File: src/rtl/frac_div_pkg.sv
package frac_div_pkg;

    localparam int FIELD_W    = 16;
    localparam int REG_W      = 32;
    localparam int AUX_W      = 4;
    localparam int AUX_LSB    = 24;
    localparam int RELOAD_BIT = 16;
    localparam int MIN_INT    = 2;

    typedef struct packed {
        logic [FIELD_W-1:0] den;
        logic [FIELD_W-1:0] num;
        logic [FIELD_W-1:0] ival;
    } div_cfg_t;

    function automatic logic cfg_ok(div_cfg_t c);
        return (c.ival >= FIELD_W'(MIN_INT)) && (c.den != '0) && (c.num < c.den);
    endfunction

endpackage

File: src/rtl/frac_div_regs.sv
module frac_div_regs
    import frac_div_pkg::*;
#(
    parameter int ADDR_W = 3
) (
    input  logic              clk,
    input  logic              rst,
    input  logic              wr_en,
    input  logic [ADDR_W-1:0] addr,
    input  logic [REG_W-1:0]  wr_data,
    output logic [REG_W-1:0]  rd_data,
    output logic              load_req,
    output div_cfg_t          load_cfg
);

    localparam logic [ADDR_W-1:0] OFS_FRAC = ADDR_W'(0);
    localparam logic [ADDR_W-1:0] OFS_INT  = ADDR_W'(4);

    logic [FIELD_W-1:0] num_q, den_q, ival_q;
    logic               reload_q;
    logic [AUX_W-1:0]   aux_q;
    logic               wr_frac, wr_int;
    logic               unused_bits;

    assign wr_frac     = wr_en && (addr == OFS_FRAC);
    assign wr_int      = wr_en && (addr == OFS_INT);
    assign unused_bits = ^{wr_data[REG_W-1:AUX_LSB+AUX_W], wr_data[AUX_LSB-1:RELOAD_BIT+1]};

    always_ff @(posedge clk) begin
        if (rst) begin
            num_q    <= '0;
            den_q    <= '0;
            ival_q   <= '0;
            reload_q <= 1'b0;
            aux_q    <= '0;
        end else begin
            if (wr_frac) begin
                num_q <= wr_data[FIELD_W-1:0];
                den_q <= wr_data[2*FIELD_W-1:FIELD_W];
            end
            if (wr_int) begin
                ival_q   <= wr_data[FIELD_W-1:0];
                reload_q <= wr_data[RELOAD_BIT];
                aux_q    <= wr_data[AUX_LSB+AUX_W-1:AUX_LSB];
            end
        end
    end

    // A reload request is a 0->1 change of the stored reload bit.
    assign load_req = wr_int && wr_data[RELOAD_BIT] && !reload_q;

    always_comb begin
        load_cfg.den  = den_q;
        load_cfg.num  = num_q;
        load_cfg.ival = wr_data[FIELD_W-1:0];
    end

    always_comb begin
        rd_data = '0;
        if (addr == OFS_FRAC) begin
            rd_data = {den_q, num_q};
        end else if (addr == OFS_INT) begin
            rd_data[FIELD_W-1:0]             = ival_q;
            rd_data[RELOAD_BIT]              = reload_q;
            rd_data[AUX_LSB+AUX_W-1:AUX_LSB] = aux_q;
        end
    end

    p_frac_store_r2: assert property (@(posedge clk) disable iff (rst)
        wr_frac |=> ({den_q, num_q} == $past(wr_data)));

    p_edge_only_r9: assert property (@(posedge clk) disable iff (rst)
        load_req |=> !load_req);

endmodule

File: src/rtl/frac_div_engine.sv
module frac_div_engine
    import frac_div_pkg::*;
(
    input  logic     clk,
    input  logic     rst,
    input  logic     load_req,
    input  div_cfg_t load_cfg,
    output logic     tick_o
);

    div_cfg_t           pend_cfg_q, cur_cfg_q;
    logic               pend_q, active_q;
    logic [FIELD_W-1:0] cnt_q;
    logic [FIELD_W:0]   acc_q, acc_sum;
    logic               boundary, apply, pend_ok, stretch;

    always_comb begin
        boundary = active_q && (cnt_q == '0);
        apply    = pend_q && (!active_q || boundary);
        pend_ok  = cfg_ok(pend_cfg_q);
        acc_sum  = acc_q + {1'b0, cur_cfg_q.num};
        stretch  = acc_sum >= {1'b0, cur_cfg_q.den};
    end

    always_ff @(posedge clk) begin
        if (rst) begin
            pend_q     <= 1'b0;
            pend_cfg_q <= '0;
            cur_cfg_q  <= '0;
            active_q   <= 1'b0;
            cnt_q      <= '0;
            acc_q      <= '0;
        end else begin
            if (apply) begin
                if (pend_ok) begin
                    cur_cfg_q <= pend_cfg_q;
                    if (active_q) begin
                        // Period starting now already uses the new setting; m < n so no stretch.
                        acc_q <= {1'b0, pend_cfg_q.num};
                        cnt_q <= pend_cfg_q.ival - 1'b1;
                    end else begin
                        active_q <= 1'b1;
                        acc_q    <= '0;
                        cnt_q    <= '0;
                    end
                end else begin
                    active_q <= 1'b0;
                    acc_q    <= '0;
                    cnt_q    <= '0;
                end
            end else if (boundary) begin
                acc_q <= stretch ? (acc_sum - {1'b0, cur_cfg_q.den}) : acc_sum;
                cnt_q <= stretch ? cur_cfg_q.ival : (cur_cfg_q.ival - 1'b1);
            end else if (active_q) begin
                cnt_q <= cnt_q - 1'b1;
            end

            if (load_req) begin
                pend_q     <= 1'b1;
                pend_cfg_q <= load_cfg;
            end else if (apply) begin
                pend_q <= 1'b0;
            end
        end
    end

    assign tick_o = boundary;

    p_min_gap_r5: assert property (@(posedge clk) disable iff (rst)
        tick_o |=> !tick_o);

    p_cnt_range_r5: assert property (@(posedge clk) disable iff (rst)
        active_q |-> (cnt_q <= cur_cfg_q.ival));

    p_acc_bound_r10: assert property (@(posedge clk) disable iff (rst)
        active_q |-> (acc_q < {1'b0, cur_cfg_q.den}));

    p_start_tick_r6: assert property (@(posedge clk) disable iff (rst)
        $rose(active_q) |-> tick_o);

endmodule

File: src/rtl/frac_clk_div.sv
module frac_clk_div
    import frac_div_pkg::*;
#(
    parameter int ADDR_W = 3
) (
    input  logic              clk,
    input  logic              rst,
    input  logic              wr_en,
    input  logic [ADDR_W-1:0] addr,
    input  logic [31:0]       wr_data,
    output logic [31:0]       rd_data,
    output logic              tick_o
);

    logic     load_req;
    div_cfg_t load_cfg;

    frac_div_regs #(.ADDR_W(ADDR_W)) u_regs (
        .clk      (clk),
        .rst      (rst),
        .wr_en    (wr_en),
        .addr     (addr),
        .wr_data  (wr_data),
        .rd_data  (rd_data),
        .load_req (load_req),
        .load_cfg (load_cfg)
    );

    frac_div_engine u_engine (
        .clk      (clk),
        .rst      (rst),
        .load_req (load_req),
        .load_cfg (load_cfg),
        .tick_o   (tick_o)
    );

endmodule

File: config.mk
export PLATFORM = sky130hd
export DESIGN_NAME = frac_clk_div
export DESIGN_NICKNAME = d
export VERILOG_FILES = /design/src/rtl/frac_div_pkg.sv /design/src/rtl/frac_div_regs.sv /design/src/rtl/frac_div_engine.sv /design/src/rtl/frac_clk_div.sv
export SDC_FILE = /design/constraint.sdc
export NUM_CORES = 1
export LEC_CHECK = 0
export ABC_AREA = 1
export BUFFER_PORTS_ARGS = -buffer_cell sky130_fd_sc_hd__buf_2
export CAP_MARGIN = 20
export CORE_AREA = 8 8 162 194
export CTS_CLUSTER_SIZE = 40
export DETAILED_ROUTE_END_ITERATION = 10
export DIE_AREA = 0 0 170 202
export SYNTH_ARGS = -nofsm -noshare
export SYNTH_HDL_FRONTEND = slang
export SYNTH_HIERARCHICAL = 1
export SYNTH_SLANG_ARGS = --single-unit
export TNS_END_PERCENT = 5
File: constraint.sdc
create_clock -name clk -period 4.5 [get_ports clk]
set_clock_uncertainty 0.1 [all_clocks]
set_input_delay 0.225 -clock clk [delete_from_list [all_inputs] [get_ports clk]]
set_output_delay 0.225 -clock clk [all_outputs]
set_load 0.03 [all_outputs]
[Word-level counts from Yosys, hierarchy flattened]
Index checks and enable logic that the tools add are counted.
Storage, ports and cells
  logic and storage cells: 62
  output and inout port bits: 33
  register bits after elaboration: 184
  input port bits: 38
Cells by class
  add/subtract/negate cells: 5
  muxes and demuxes: 20
  $lt $le $gt $ge: 3
  reduce and logical (&&, ||, !) cells: 18
  equality and inequality tests: 1
Operator list (number)
  $mux 16: 8
  $mux 17: 5
  $sub 16x1->16 const B: 3
  $add 17x16->17: 1
  $ge 17x16->1: 1
  $sub 17x16->17: 1
  $ge 16x2->1 const B: 1
  $logic_not 16->1: 1
  $lt 16x16->1: 1
  $reduce_bool 16->1: 1
  $mux 4: 3
  $logic_and 1x1->1: 8
  $mux 7: 1
  $reduce_bool 2->1: 2
  $eq 3x3->1 const B: 1
  $logic_not 3->1: 1
  $mux 1: 3
  $reduce_bool 3->1: 1
  $logic_not 1->1: 2
  $reduce_and 2->1: 1
  $logic_or 1x1->1: 1

[Logic depth before layout (Yosys ltp)]
  depth after elaboration: 6
  mapped depth: 26
  mapped depth without buffers: 25

[Cells and area by module]
Netlist, hierarchy kept.
By module, submodules not included
  frac_div_engine: cells an instance 1327, area an instance 8585.7 um^2, times used 1
  frac_div_regs: cells an instance 393, area an instance 2517.4 um^2, times used 1

[Worst setup path before layout]
OpenSTA, ideal clock, no wires.
  path type: register to register
  start: register u_engine/cur_cfg_q[16] (netlist bit)
  end: register u_engine.acc_q[14]
  arrival time: 3211 ps
  setup slack: 1080 ps
  data required time: 4291 ps
  period minus slack after synthesis: 3420 ps
  cell stages (with the launch flop): 24
  cells stage by stage: dfxtp_1 -> ha_1 -> fa_1 -> nand3_1 -> nand3_1 -> nand2_1 -> nand2_1 -> a21oi_1 -> nand2_1 -> nand2_1 -> inv_1 -> ha_1 -> nand2_1 -> nor2_1 -> and2_1 -> a31oi_2 -> nand3_1 -> nor2_1 -> buf_2 -> nand3_1 -> nand3_1 -> nand3_1 -> nand2_1 -> inv_1
Between the ends
  word-level cells in the longest chain between the ends: 5
  elaborated cells between the ends (all ways): 6
  classes of those cells: 2 x add/sub; 1 x order compare; 3 x mux
RTL lines
  start: declaration: line frac_div_engine.sv:11  | div_cfg_t pend_cfg_q, cur_cfg_q;
  start signal: assignment: line frac_div_engine.sv:36  | cur_cfg_q <= pend_cfg_q;
  $add 17x16->17 (*): line frac_div_engine.sv:21  | acc_sum = acc_q + {1'b0, cur_cfg_q.num};
  $sub 17x16->17 or $ge 17x16->1 (tied branches): line frac_div_engine.sv:52, frac_div_engine.sv:22
  $mux 17 (*): line frac_div_engine.sv:52  | acc_q <= stretch ? (acc_sum - {1'b0, cur_cfg_q.den}) : acc_sum;
  $mux 17 (*): line frac_div_engine.sv:51  | end else if (boundary) begin
  $mux 17 (*): line frac_div_engine.sv:34  | if (apply) begin
  end signal: assignment: line frac_div_engine.sv:39  | acc_q <= {1'b0, pend_cfg_q.num};
  end signal: assignment: line frac_div_engine.sv:52
  end: declaration: line frac_div_engine.sv:14  | logic [FIELD_W:0] acc_q, acc_sum;
Mark *: on every way between the ends. The rest lies on a longest branch, timed or not. The select of a mux whose other input is x is not followed.
A chain may end at the register's enable or synchronous reset.

[Worst setup path after layout]
  start: register u_engine/cur_cfg_q[16] (netlist bit)
  end: register u_engine.acc_q[2]
Same word-level chain as after synthesis.

==> results.ini <==
[route]
ant_nets = 0
drc = 0
dr_total_vias = 10600
viasPerCell = 4.89
routed_wl_mm = 31.0
dr.pass1.iters = 5
drt-initial-drc-count = 712
wl_per_cell_um = 14.3

[clocking]
htree_levels = 4
cts_made_buffers = 17
cts_num_sinks = 184
cts_buffer_depth = 2
cts_tree = done
cts-root-buf = clkbuf_16
path_clk_slew_ns = 0.07
clkLatencyLatePin_ns = 0.45

[synth]
synth_enable_flop_cells = 0
syn-num-nets = 1811
synth_cells = 1720
synth.area.top_cells = dfxtp_1, nand2_1, nor2_1
syn_area_per_cell_um2 = 6.46
ys.flop_type = dfxtp_1
seq_area_frac_synth_pct = 33.2
synthArstFlopShare_pct = 0
ys_ff_latch = 184
synth_top_area_share_pct = 33.2
yosysWarningCount = 6
synth.distinct_cells = 42
netlist_area_um2 = 11100
yosys.area.top_type = dfxtp_1

[finish]
final_nets = 1858
layout_common_cells = nand2_1, nor2_1, inv_1
stdcell_count = 2165
post-route-util_pct = 44.1
fillers = 3006
syn2layout_area_growth_pct = 13.0
drive_above_1_share_pct = 8.26
diodes = 0
final_common_cell = nand2_1

[timing]
final.period_utilization_pct = 87.7
worst_slack_ns = 0.553
fmax_ghz = 0.253
setup_viol = 0
layout_min_cycle_time_ns = 3.95
slew_headroom_pct = 29.3
drv_slew = 0
rsz0062_at_grt = false
tns_ns = 0
hold_viol = 0
worst_pin_slew_ns = 1.06

[global_routing]
grt_pass1_wl_mm = 52.0
grt_util_all_layers_pct = 18.5
overflow = 0
antenna_found_initial = 0
grt_max_degree = 82
first_global_vias = 10500

[place]
placed_cells = 2100
gp_congestion = 0.859
pre_cts_ws_ns = 0.468
numPortBuffers = 70
dp_hpwl_mm = 22.8

[setup_path]
path_max_fanout = 16
ff2ff_path_depth = 24
cp_data_arrival_time_ns = 4.19
required_ns = 4.74
end_kind = flop
criticalPathCategory = reg2reg
cp-start-kind = flop

[floorplan]
core_um2 = 28400
ios = 71
die_h_um = 202
die_area_um2 = 34300
fp-row-count = 68
start_util_pct = 39.1
die_w_um = 170

[power_and_ir_drop]
power_density_nw_per_um2 = 293
swShare_pct = 27.8
p_total_uw = 3680
p_switching_uw = 1020
seq_power_share_pct = 45.7
p_int_uw = 2660
p_leak_uw = 0.00609
ir_drop_mv = 0.274
combPwrFrac_pct = 12.7
p_clk_share_pct = 41.6

[flow_run]
drv_cap = 0

[min_path]
hp-class = in2reg
hold_depth = 4

[status]
status = completed

## area by class of cell
cell class                      instances  area [um^2]  area share [%]
Inverter                              232          871            6.94
Clock buffer                           20          467            3.72
Timing Repair Buffer                  118          823            6.56
Sequential cell                       184         3680            29.4
Multi-Input combinational cell       1214         6090            48.5
Clock inverter                         12          131            1.05
Tap cell                              385          482            3.84
## synthesized netlist by cell type, types with 2 or more instances
library cell / instances
a21oi_1: 139
and2_1: 2
buf_1: 7
buf_2: 20
buf_4: 18
buf_6: 6
clkbuf_1: 39
clkinv_1: 3
dfxtp_1: 184
fa_1: 2
ha_1: 51
inv_1: 223
inv_2: 6
nand2_1: 386
nand2_2: 5
nand3_1: 123
nand3_2: 3
nand3b_1: 6
nand4_1: 37
nor2_1: 257
nor2_4: 2
nor3_1: 16
o21a_1: 2
o21ai_0: 91
o21ai_1: 2
o22ai_1: 21
or2_2: 4
xnor2_1: 13
xor2_1: 39
## logic make-up after synthesis
family                   Yosys count  synth area share, %
buffers and inverters            322                 12.1
adder cells (fa/ha/maj)           53                 6.11
flip-flops                       184                 33.2
AO/OA/AOI/OAI                    262                 12.3
XOR/XNOR                          52                 4.10
AND/OR/NAND/NOR                  847                 32.2
## metrics by stage
step	hold slack (ns)	cell area, um^2
2_1_floorplan	0.194	11100
3_3_place_gp	0.350	11600
3_5_place_dp	0.354	11600
4_1_cts	0.0239	12500
5_1_grt	0.0516	12500
6_report	0.0440	12500
## worst max-delay path, stage by stage, from the launching register on
cell,delay (ns)
dfxtp_1,0.31
ha_1,0.22
fa_1,0.42
nand3_1,0.09
nand3_1,0.13
nand2_1,0.09
nand2_1,0.13
a21oi_1,0.18
nand2_1,0.06
nand2_1,0.08
inv_1,0.05
ha_1,0.32
a21oi_1,0.20
nand2_1,0.11
a21oi_1,0.18
nand2_1,0.11
nand2_4,0.18
inv_1,0.08
nor2_1,0.15
buf_4,0.25
nand2_1,0.07
nand3_1,0.07
nand3_1,0.11
nand2_1,0.10
inv_1,0.04
## sequential cells by signal, summed over array words and instances, names as in the netlist
register / flops
u_engine/cur_cfg_q: 48
u_regs/num_q: 16
u_regs/reload_q: 1
u_regs/aux_q: 4
u_engine/pend_cfg_q: 48
u_engine/active_q: 1
u_engine/cnt_q: 16
u_engine/acc_q: 17
u_regs/ival_q: 16
u_engine/pend_q: 1
u_regs/den_q: 16
## timing repair
item | CTS | global route
resized for setup | 0 | 2
hold buffers | 32 | 0
setup buffers | 0 | 0
hold endpoints to repair | 59 | 0
endpoints found under the setup margin | 0 | 23
## power by group through the flow
stage | registers, uW | logic (uW) | clock network [uW]
after global placement | 1720 | 433 | 0
after floorplan | 1710 | 335 | 0
after global routing | 1680 | 532 | 1630
after detailed placement | 1720 | 438 | 0
final | 1680 | 466 | 1530
after CTS | 1680 | 462 | 1570
## metal layers
metal	share of wire [%]	GRT usage, %	up-vias
li1	-	-	5545
met1	46	22.1	4807
met2	48	32.4	189
met3	3.8	3.32	48
met4	2.6	6.75	0
met5	0	0	-
## path summary, 6_finish.rpt
kind,endpoint,start,slack [ns]
max,u_engine/acc_q[2]$_SDFFE_PP0P_,u_engine/cur_cfg_q[16]$_SDFFE_PP0P_,0.55
min,u_regs/reload_q$_SDFFE_PP0P_,addr[0],0.04
max reg2reg,u_engine/acc_q[2]$_SDFFE_PP0P_,u_engine/cur_cfg_q[16]$_SDFFE_PP0P_,0.55
min reg2reg,u_engine/cur_cfg_q[25]$_SDFFE_PP0P_,u_engine/cur_cfg_q[25]$_SDFFE_PP0P_,0.37
Note: power is estimated with default switching activity, not from simulation.
